[config.mk]
export PLATFORM = sky130hd
export DESIGN_NAME = npc_fetch_unit
export DESIGN_NICKNAME = d
export VERILOG_FILES = /design/src/rtl/npc_pkg.sv /design/src/rtl/npc_target_gen.sv /design/src/rtl/npc_select.sv /design/src/rtl/npc_pc_reg.sv /design/src/rtl/npc_fetch_unit.sv
export SDC_FILE = /design/constraint.sdc
export NUM_CORES = 1
export LEC_CHECK = 0
export BUFFER_PORTS_ARGS = -buffer_cell sky130_fd_sc_hd__buf_2
export CAP_MARGIN = 20
export CORE_UTILIZATION = 56
export CTS_CLUSTER_SIZE = 14
export DETAILED_ROUTE_END_ITERATION = 7
export HOLD_SLACK_MARGIN = 0.03
export PLACE_DENSITY = 0.82
export REMOVE_ABC_BUFFERS = 1
export SLEW_MARGIN = 25
export SYNTH_ARGS = -nofsm -noshare
export SYNTH_HDL_FRONTEND = slang
export SYNTH_SLANG_ARGS = --single-unit
export TNS_END_PERCENT = 50
[constraint.sdc]
create_clock -name clk_i -period 4.3 [get_ports clk_i]
set_input_delay 0.215 -clock clk_i [delete_from_list [all_inputs] [get_ports clk_i]]
set_output_delay 0.215 -clock clk_i [all_outputs]
set_load 0.01 [all_outputs]
[src/rtl/npc_pkg.sv]
package npc_pkg;

  localparam int unsigned NPC_ADDR_W = 32;
  localparam int unsigned NPC_IMM_W  = 16;
  localparam int unsigned NPC_JFLD_W = 26;

  // Source of the next PC, in increasing priority order.
  typedef enum logic [1:0] {
    NXT_SEQ    = 2'd0,
    NXT_BRANCH = 2'd1,
    NXT_JUMP   = 2'd2
  } nxt_src_e;

endpackage

[src/rtl/npc_target_gen.sv]
module npc_target_gen #(
  parameter int unsigned ADDR_W     = npc_pkg::NPC_ADDR_W,
  parameter int unsigned IMM_W      = npc_pkg::NPC_IMM_W,
  parameter int unsigned JFLD_W     = npc_pkg::NPC_JFLD_W,
  parameter int unsigned ALIGN_BITS = 2
) (
  input  logic [ADDR_W-1:0] pc_i,
  input  logic [IMM_W-1:0]  imm_i,
  input  logic [JFLD_W-1:0] jfld_i,
  output logic [ADDR_W-1:0] seq_o,
  output logic [ADDR_W-1:0] br_o,
  output logic [ADDR_W-1:0] jmp_o
);

  localparam int unsigned INSTR_BYTES = 1 << ALIGN_BITS;
  localparam int unsigned SEXT_W      = ADDR_W - IMM_W - ALIGN_BITS;
  localparam int unsigned REGION_W    = ADDR_W - JFLD_W - ALIGN_BITS;

  logic [ADDR_W-1:0] offs_bytes;

  // Sequential address: instructions are a fixed number of bytes long.
  assign seq_o = pc_i + ADDR_W'(INSTR_BYTES);

  // Word offset, sign-extended and scaled to bytes.
  assign offs_bytes = {{SEXT_W{imm_i[IMM_W-1]}}, imm_i, {ALIGN_BITS{1'b0}}};
  assign br_o       = seq_o + offs_bytes;

  // Region bits of the sequential address, with the word index below them.
  assign jmp_o = {seq_o[ADDR_W-1 -: REGION_W], jfld_i, {ALIGN_BITS{1'b0}}};

endmodule

[src/rtl/npc_select.sv]
module npc_select #(
  parameter int unsigned ADDR_W = npc_pkg::NPC_ADDR_W
) (
  input  logic              br_taken_i,
  input  logic              jmp_i,
  input  logic [ADDR_W-1:0] seq_i,
  input  logic [ADDR_W-1:0] br_i,
  input  logic [ADDR_W-1:0] jmp_tgt_i,
  output logic [ADDR_W-1:0] nxt_o
);

  npc_pkg::nxt_src_e src;

  // Jump outranks a taken branch; otherwise fall through.
  always_comb begin
    if (jmp_i)           src = npc_pkg::NXT_JUMP;
    else if (br_taken_i) src = npc_pkg::NXT_BRANCH;
    else                 src = npc_pkg::NXT_SEQ;
  end

  always_comb begin
    unique case (src)
      npc_pkg::NXT_JUMP:   nxt_o = jmp_tgt_i;
      npc_pkg::NXT_BRANCH: nxt_o = br_i;
      default:             nxt_o = seq_i;
    endcase
  end

endmodule

[src/rtl/npc_pc_reg.sv]
module npc_pc_reg #(
  parameter int unsigned ADDR_W     = npc_pkg::NPC_ADDR_W,
  parameter int unsigned ALIGN_BITS = 2,
  parameter logic [ADDR_W-1:0] RESET_ADDR = '0
) (
  input  logic              clk_i,
  input  logic              srst_i,
  input  logic [ADDR_W-1:0] nxt_i,
  output logic [ADDR_W-1:0] pc_o
);

  localparam int unsigned STORE_W = ADDR_W - ALIGN_BITS;

  logic [STORE_W-1:0] pc_q;

  // Only the word-index bits are stored; the low bits are tied off.
  always_ff @(posedge clk_i) begin
    if (srst_i) pc_q <= RESET_ADDR[ADDR_W-1:ALIGN_BITS];
    else        pc_q <= nxt_i[ADDR_W-1:ALIGN_BITS];
  end

  generate
    if (ALIGN_BITS > 0) begin : g_aligned
      logic unused_low;
      assign unused_low = ^nxt_i[ALIGN_BITS-1:0];
      assign pc_o = {pc_q, {ALIGN_BITS{1'b0}}};
    end else begin : g_byte
      assign pc_o = pc_q;
    end
  endgenerate

endmodule

[src/rtl/npc_fetch_unit.sv]
module npc_fetch_unit #(
  parameter int unsigned ADDR_W = npc_pkg::NPC_ADDR_W,
  parameter int unsigned IMM_W  = npc_pkg::NPC_IMM_W,
  parameter int unsigned JFLD_W = npc_pkg::NPC_JFLD_W,
  parameter logic [ADDR_W-1:0] RESET_ADDR = '0
) (
  input  logic              clk_i,
  input  logic              srst_i,
  input  logic              br_taken_i,
  input  logic              jmp_i,
  input  logic [IMM_W-1:0]  imm16_i,
  input  logic [JFLD_W-1:0] jfld26_i,
  output logic [ADDR_W-1:0] fetch_addr_o
);

  localparam int unsigned ALIGN_BITS = 2;

  logic [ADDR_W-1:0] pc;
  logic [ADDR_W-1:0] seq_addr;
  logic [ADDR_W-1:0] br_addr;
  logic [ADDR_W-1:0] jmp_addr;
  logic [ADDR_W-1:0] nxt_addr;

  npc_target_gen #(
    .ADDR_W(ADDR_W), .IMM_W(IMM_W), .JFLD_W(JFLD_W), .ALIGN_BITS(ALIGN_BITS)
  ) tgt_i (
    .pc_i(pc), .imm_i(imm16_i), .jfld_i(jfld26_i),
    .seq_o(seq_addr), .br_o(br_addr), .jmp_o(jmp_addr)
  );

  npc_select #(.ADDR_W(ADDR_W)) sel_i (
    .br_taken_i(br_taken_i), .jmp_i(jmp_i),
    .seq_i(seq_addr), .br_i(br_addr), .jmp_tgt_i(jmp_addr),
    .nxt_o(nxt_addr)
  );

  npc_pc_reg #(
    .ADDR_W(ADDR_W), .ALIGN_BITS(ALIGN_BITS), .RESET_ADDR(RESET_ADDR)
  ) pcr_i (
    .clk_i(clk_i), .srst_i(srst_i), .nxt_i(nxt_addr), .pc_o(pc)
  );

  assign fetch_addr_o = pc;

endmodule

# Yosys cells after proc, flatten, opt, wreduce, memory -nomap -nowiden
# Cells that the tools add are included.
[word_totals]
regBits = 30
inputBits = 46
out_inout_bits = 32
elab_cells = 8
[classes]
addsub = 2
eq_ne = 2
muxes = 3
[op_table]
columns = ["operator", "count"]
rows = [
  ["$pmux 32 s2", 1],
  ["$add 32x3->32 const B", 1],
  ["$add 32x32->32", 1],
  ["$eq 2x1->1 const B", 1],
  ["$eq 2x2->1 const B", 1],
  ["$mux 2", 1],
  ["$mux 1", 1],
]

# Logic depth before layout (Yosys ltp)
# Gate-level depths: netlist (run 1).
[logic_depth]
depth_word = 4
mapped_depth = 16
ltp_nobuf = 16

# By module
# From an unflattened synthesis (run 1), not the netlist that was laid out.
[hier_totals]
cells_unflattened = 504
area_unflattened_um2 = 3931.3
[by_module_without_submodules]
columns = ["mod", "n_inst", "cells_each", "area_each_um2", "seq_area_each_um2"]
rows = [
  ["npc_target_gen", 1, 331, 2316.0, 0.0],
  ["npc_pc_reg", 1, 66, 900.9, 600.6],
  ["npc_select", 1, 107, 714.4, 0.0],
]

# Worst setup path after synthesis (run 1)
# No wires, ideal clock.
[synth_path]
kind = "flip-flop to flip-flop"
start = "register pcr_i.pc_q[0]"
end = "register pcr_i.pc_q[29]"
setup_ps = 72
t_arrival_ps = 3225
t_required_ps = 4228
setup_slack_ps = 1003
stages_incl_launch_ff = 17
path_buffers = 0
synth_period_minus_slack_ps = 3297
cell_sequence = "dfxtp_1 > ha_1 > and2_1 > and4_1 > nand2_1 > inv_1 > nand2_1 > xnor2_1 > ha_1 > a21oi_1 > o21ai_1 > a2111oi_4 > nand3_1 > and2_4 > a311oi_2 > mux2i_1 > mux2i_1"
[synth_via]
elab_chain_cells = 3
[synth_rtl]
columns = ["item", "line_no", "rtl"]
rows = [
  ["start: declaration", "npc_pc_reg.sv:14", "logic [STORE_W-1:0] pc_q;"],
  ["start signal: assignment", "npc_pc_reg.sv:18", "if (srst_i) pc_q <= RESET_ADDR[ADDR_W-1:ALIGN_BITS];"],
  ["start signal: assignment", "npc_pc_reg.sv:19", "else pc_q <= nxt_i[ADDR_W-1:ALIGN_BITS];"],
  ["$add 32x3->32 *", "npc_target_gen.sv:22", "assign seq_o = pc_i + ADDR_W'(INSTR_BYTES);"],
  ["$add 32x32->32", "npc_target_gen.sv:26", "assign br_o = seq_o + offs_bytes;"],
  ["$pmux 32 s2 *", "npc_select.sv:22", "unique case (src)"],
]
# Every way passes the cells marked *; elsewhere a longest branch is shown, timed or not.
# A chain may end at the register's enable or synchronous reset.

# Worst setup path after layout (run 1)
# Same ends and word-level chain as after synthesis.

==> results of run 1 <==
power breakdown:
group / leakage [nW] / total (mW) / internal (mW) / switching [mW]
Combinational: 1.60 / 0.513 / 0.217 / 0.297
Clock: 0.0575 / 0.289 / 0.162 / 0.127
Sequential: 0.250 / 0.336 / 0.305 / 0.0316
Total: 1.91 / 1.14 / 0.683 / 0.455
cell type report:
class	instances	area (um2)
timing repair buffer	76	383
inverter	14	52.6
tap	75	93.8
multi-input combinational	395	2710
sequential	30	601
clock buffer	8	110
fill	557	1970
layout by cell type (no fill, tap or decap), types with 4 or more instances in the layout:
| cell | instances |
|---|---|
| a21oi_1 | 39 |
| and4_1 | 8 |
| nand4_1 | 5 |
| clkbuf_8 | 8 |
| nor3_1 | 8 |
| xor2_1 | 19 |
| a211oi_1 | 19 |
| a41oi_1 | 4 |
| o21ai_1 | 6 |
| o21ai_0 | 13 |
| a31oi_1 | 5 |
| nor2_1 | 42 |
| and3_1 | 7 |
| inv_1 | 13 |
| nand2_1 | 50 |
| nand3_1 | 15 |
| dfxtp_1 | 30 |
| xnor2_1 | 30 |
| o22ai_1 | 8 |
| ha_1 | 35 |
| a21o_1 | 22 |
| and2_1 | 6 |
| mux2i_1 | 6 |
| buf_2 | 75 |
cells in the mapped netlist, drive strengths merged (2+ instances only):
| cell type | n | area (um2) |
|---|---|---|
| nand2 | 50 | 188 |
| nor2 | 43 | 164 |
| a21oi | 40 | 204 |
| ha | 35 | 438 |
| dfxtp | 30 | 601 |
| xnor2 | 30 | 263 |
| a21o | 22 | 165 |
| a211oi | 20 | 155 |
| o21ai | 19 | 95.1 |
| xor2 | 19 | 166 |
| nand3 | 15 | 75.1 |
| inv | 14 | 52.6 |
| clkbuf | 13 | 48.8 |
| and2 | 8 | 55.1 |
| and4 | 8 | 70.1 |
| nor3 | 8 | 40.0 |
| o22ai | 8 | 50.1 |
| and3 | 7 | 43.8 |
| buf | 6 | 42.5 |
| mux2i | 6 | 60.1 |
| nand4 | 6 | 43.8 |
| a31oi | 5 | 31.3 |
| a41oi | 4 | 35.0 |
| a21boi | 3 | 22.5 |
| a311oi | 3 | 32.5 |
| nand2b | 3 | 18.8 |
| nor2b | 3 | 18.8 |
| o211ai | 3 | 22.5 |
| or3 | 3 | 18.8 |
| a2111oi | 2 | 36.3 |
| a21bo | 2 | 20.0 |
| a221oi | 2 | 23.8 |
| nor3b | 2 | 15.0 |
| o2111ai | 2 | 17.5 |
| o221ai | 2 | 17.5 |
| or2 | 2 | 12.5 |
cell families (layout without fill, tap and decap cells):
| kind of cell | Yosys count | in the layout | share of synthesized area [%] |
|---|---|---|---|
| and+or+nand+nor | 160 | 160 | 22.6 |
| AOI/OAI and AO/OA | 142 | 142 | 28.2 |
| xor gates and xnor gates | 49 | 49 | 12.5 |
| adders and majority gates | 36 | 36 | 13.3 |
| buffers and inverters | 33 | 98 | 4.17 |
| DFF | 30 | 30 | 17.4 |
| muxes | 6 | 6 | 1.74 |
| other | 1 | 2 | 0.109 |
through the flow:
step	std cells	instance area (um2)	power, mW	hold slack [ns]
after detailed placement	590	3840	0.844	0.444
after CTS	598	3950	1.13	0.136
after floorplan	439	3360	0.699	0.280
after global routing	598	3950	1.20	0.156
after global placement	590	3840	0.835	0.443
final	598	3950	1.14	0.140
per-layer routing:
layer | GRT usage [%] | part of all wire (%) | routed length (um) | vias to the layer above
met4 | 11.4 | 2.1 | 220 | 0
met5 | 0 | 0 | 0 | -
met1 | 42.5 | 45 | 4580 | 1712
met2 | 56.4 | 47 | 4790 | 155
li1 | - | - | - | 1801
met3 | 4.77 | 6.5 | 664 | 21
worst min-delay path by stage:
stage / startpoint / to / cells past startpoint
3_3_place_gp: jfld26_i[0] / pcr_i.pc_q[0]$_SDFF_PP0_ / 3
5_1_grt: jfld26_i[2] / pcr_i.pc_q[2]$_SDFF_PP0_ / 2
2_1_floorplan: srst_i / pcr_i.pc_q[15]$_SDFF_PP0_ / 1
4_1_cts: jfld26_i[2] / pcr_i.pc_q[2]$_SDFF_PP0_ / 2
6_report: jfld26_i[2] / pcr_i.pc_q[2]$_SDFF_PP0_ / 2
3_5_place_dp: jfld26_i[2] / pcr_i.pc_q[2]$_SDFF_PP0_ / 2
==> metrics.cfg, run 1 <==
[run_status]
status = finished clean

[logic_synthesis]
syn_area_um2 = 3450
async_flop_share_pct = 0
synth_edf_count = 0
ys_seq_area_share_pct = 17.4
synth_cell_types = 59
syn_inst = 457
synth_warnings = 0
ys_ff_latch = 30
syn_area_per_cell_um2 = 7.54
synth_ff_type = dfxtp_1

[setup_path]
cp_top_family = simple AND/OR/NAND/NOR gates
path_class = reg -> reg
cp.required_ns = 4.53
crit_chain = ha_1, and2_1, and4_1, nand2_1, inv_1, nand2_1, xnor2_1, ha_1, a21oi_1, o21ai_1, a2111oi_4, nand3_1, and2_4, a311oi_2, mux2i_1, mux2i_1
worstReg2RegEnd = pcr_i.pc_q[29]$_SDFF_PP0_
cp.arrival_ns = 4.12
crit_buf_inv = 1
r2r_start = pcr_i.pc_q[0]$_SDFF_PP0_
cp-endpoint = pcr_i.pc_q[29]$_SDFF_PP0_
crit_cells = 16
r2r_slack_ns = 0.41
worst-path-max-fanout = 7
slowest_stage = dfxtp_1
end_kind = register
setup.worst_path.start = pcr_i.pc_q[0]$_SDFF_PP0_
critPathMaxStageDelay_ns = 0.46
startpoint_type = register
r2r_cells = 16

[floorplanning]
num_rows = 28
start_util_pct = 58.2
die_w_um = 80.5
fp.dieArea_um2 = 6470
pin_count = 78
core_um2 = 5920
die_h_um = 80.5

[routing]
via_per_inst = 6.17
drc = 0
finalWirelength_um = 10300
first_pass_iters = 4
num_vias = 3689
drt_iter0_markers = 283
ant_nets = 0
wire_per_inst_um = 17.1

[min_path]
hold_path_class = in -> reg

[sta]
worst_pin_slew_ns = 0.634
worst_slack_ns = 0.409
fin_crit_ns = 3.89
rsz0062_at_grt = false
setup_tns_ns = 0
maxSlewViolCount = 0
setup_viol = 0
slew_headroom_pct = 57.3
period_share_pct = 90.5
clock_skew_ns = 0.0113
max_freq_ghz = 0.257
final_hold_viol_count = 0

[placed_design]
place_congestion = 0.923
dp_hpwl_um = 7670
post-place-ws_ns = 0.495
portBuffers = 75

[layout]
largest_reg_flops = 30
fin_nets = 604
drive_above_1_share_pct = 18.0
n_antenna_cell = 0
top_regs = pcr_i.pc_q (30)
top_register = pcr_i.pc_q
syn2layout_area_growth_pct = 14.5
post-route-util_pct = 66.7

[cts]
numCtsBuffers = 5
post_cts_resized = 0
insertion_delay_ns = 0.30
htreeDepth = 2
cts.sink_count = 30
path_clk_slew_ns = 0.08
clock_path_buffers = 2
cts-root-buf = clkbuf_8
cts_setup_buffers = 0
hold_buffers = 0
cts_tree = yes

[global_routing]
grt_pass1_vias = 3441
grt_max_degree = 29
grtUsageTotal_pct = 33.3
antenna_found_initial = 0
grt_overflow = 0
grt_pass1_wl_um = 16600

[power]
leakage_nw = 1.91
powerDensity_nw_per_um2 = 288
irDropWorstVdd_v = 0.000168

[job]
cap_viol_max_count = 0

Note: power is estimated with default switching activity, not from simulation.
==> run 2, diff against run 1 <==
CORE_UTILIZATION = 57   (was 56)
CTS_BUF_LIST = sky130_fd_sc_hd__clkbuf_16   (was not set)
SYNTH_HIERARCHICAL = 1   (was not set)
clock period = 4.4 ns   (was 4.3 ns; I/O delays follow)
==> run 2 against run 1 <==
Clock power is 17% higher. Cell area is 2.9% higher. Wire length is 6.1% lower. The run now ends with DRC left. Critical path type unchanged. Synthesized area is 12% higher.
==> metrics.cfg, run 2 <==
[cts]
insertion_delay_ns = 0.28
cts.sink_count = 30
htreeDepth = 2
cts_tree = yes
cts-root-buf = clkbuf_16
hold_buffers = 0
numCtsBuffers = 5
path_clk_slew_ns = 0.06
clock_path_buffers = 2

[power]
swShare_pct = 37.5
seqPwrFrac_pct = 28.5
power_mw = 1.16
irDropWorstVdd_v = 0.000162
p_int_mw = 0.726
p_comb_share_pct = 42.5
powerDensity_nw_per_um2 = 286
leakage_nw = 1.93
p_clk_share_pct = 29.0
p_switching_mw = 0.435

[setup_path]
r2r_cells = 15
cp.required_ns = 4.54
startpoint_type = register
path_class = reg -> reg
critPathMaxStageDelay_ns = 0.45
r2r_slack_ns = 0.34
crit_chain = and3_1, and3_2, nand3_1, nor2_1, nand4_1, xnor2_1, ha_1, nand4_1, nor3_2, a41oi_1, o31ai_1, xnor2_1, mux2i_1, o21ai_1, nor2b_2
r2r_start = pcr_i/pc_q[2]$_SDFF_PP0_
cp_top_family = simple AND/OR/NAND/NOR gates
setup.worst_path.start = pcr_i/pc_q[2]$_SDFF_PP0_
worstReg2RegEnd = pcr_i/pc_q[29]$_SDFF_PP0_
slowest_stage = ha_1
cp-endpoint = pcr_i/pc_q[29]$_SDFF_PP0_
crit_buf_inv = 0
crit_cells = 15
end_kind = register
worst-path-max-fanout = 10
cp.arrival_ns = 4.20

[floorplanning]
num_rows = 29
die_h_um = 84.1
start_util_pct = 59.9
fp.dieArea_um2 = 7080
pin_count = 78
core_um2 = 6420
die_w_um = 84.1

[layout]
n_antenna_cell = 0
top_register = pcr_i/pc_q
fin_nets = 600
drive_above_1_share_pct = 22.6
final_common_cell = buf_2
syn2layout_area_growth_pct = 5.66
largest_reg_flops = 30
final_cell_mix = 74 x buf_2, 56 x nand2_1, 35 x xnor2_1, 33 x ha_1, 31 x a21oi_1
nFillCells = 580
top_regs = pcr_i/pc_q (30)

[global_routing]
grtUsageTotal_pct = 27.6
grt_overflow = 0
grt_pass1_wl_um = 15800
grt_max_degree = 61
grt_pass1_vias = 3446
antenna_found_initial = 0

[sta]
setup_tns_ns = 0
worst_pin_slew_ns = 0.947
slew_headroom_pct = 36.8
final_hold_viol_count = 0
clock_skew_ns = 0.00737
fin_crit_ns = 4.06
rsz0062_at_grt = false
max_freq_ghz = 0.246
setup_viol = 0
period_share_pct = 92.3
maxSlewViolCount = 0

[min_path]
hold_path_class = in -> reg
hp-start = jfld26_i[10]

[placed_design]
place_congestion = 0.942
dp_hpwl_um = 7160
portBuffers = 75

[routing]
finalWirelength_um = 9630
drt_iter0_markers = 252
drc = 2
via_per_inst = 5.94
num_vias = 3555
first_pass_iters = 7
wire_per_inst_um = 16.1
ant_nets = 0

[job]
cap_viol_max_count = 0

[logic_synthesis]
syn_area_um2 = 3840
syn_area_per_cell_um2 = 7.83
syn_inst = 491
synth_warnings = 6

[run_status]
status = finished, violations left
failed_checks = DRC

## run 2: cell types whose count changed in the layout (fill, tap and decap cells not counted), moves of 6 or more
cell      delta
nor2b_2     +24
nand4_1      +9
nand2_1      +6
o21ai_1     +20
a211oi_1    -19
mux2i_1     +24
a21oi_1      -8
clkbuf_8     -8
and4_1       -7
inv_1        -6
a21o_1      -10
nor2_1      -24
o22ai_1      -8
## run 2: layer usage
| layer | track usage (%) | share of wire (%) | up-vias | wire length (um) |
|---|---|---|---|---|
| met3 | 4.33 | 6.2 | 27 | 601 |
| met1 | 34.8 | 44 | 1619 | 4270 |
| li1 | - | - | 1758 | - |
| met4 | 10.3 | 2.5 | 0 | 240 |
| met5 | 0 | 0 | - | 0 |
| met2 | 47.7 | 47 | 151 | 4510 |
## run 2: cell type report
class	count	area [um2]	share of cell area, %
clock buffers	5	125	3.08
clock inverters	3	16.3	0.400
inverters	7	26.3	0.647
multi-input cells	401	2820	69.4
flip-flops and latches	30	601	14.8
well taps	77	96.3	2.37
repair buffers	75	378	9.30
## run 2: repair_timing
| action | 4_1_cts | 5_1_grt |
|---|---|---|
| endpoints found under the setup margin | 0 | 3 |
| gates resized for setup | 0 | 3 |
| buffers inserted | 0 | 0 |
## run 2: through the flow
stage               hold WS (ns)  setup WS (ns)  util (%)  area, um2  instances
floorplan                  0.286          0.961         -       3440        438
global placement           0.531          0.243      60.9       3910        590
detailed placement         0.541          0.210      60.9       3910        590
CTS                        0.255          0.197      63.1       4050        598
global route               0.276        0.00950      63.3       4060        598
finish                     0.259          0.339      63.3       4060        598
## run 2: how the worst min path moves through the flow
stage,end,cells past startpoint
4_1_cts,pcr_i/pc_q[9]$_SDFF_PP0_,4
3_5_place_dp,pcr_i/pc_q[10]$_SDFF_PP0_,4
2_1_floorplan,pcr_i/pc_q[0]$_SDFF_PP0_,1
5_1_grt,pcr_i/pc_q[8]$_SDFF_PP0_,4
6_report,pcr_i/pc_q[10]$_SDFF_PP0_,4
3_3_place_gp,pcr_i/pc_q[3]$_SDFF_PP0_,4
## run 2: power groups by stage
stage	clock, mW	sequential (mW)	combinational (mW)
6_report	0.337	0.331	0.494
5_1_grt	0.353	0.334	0.547
4_1_cts	0.346	0.331	0.486
3_5_place_dp	0	0.336	0.482
3_3_place_gp	0	0.335	0.472
2_1_floorplan	0	0.339	0.338
## run 2: worst register-to-register path: stages, from the launching register on
cell,delay [ns]
dfxtp_1,0.39
and3_1,0.23
and3_2,0.31
nand3_1,0.21
nor2_1,0.29
nand4_1,0.16
xnor2_1,0.17
ha_1,0.45
nand4_1,0.20
nor3_2,0.24
a41oi_1,0.36
o31ai_1,0.41
xnor2_1,0.12
mux2i_1,0.14
o21ai_1,0.07
nor2b_2,0.17
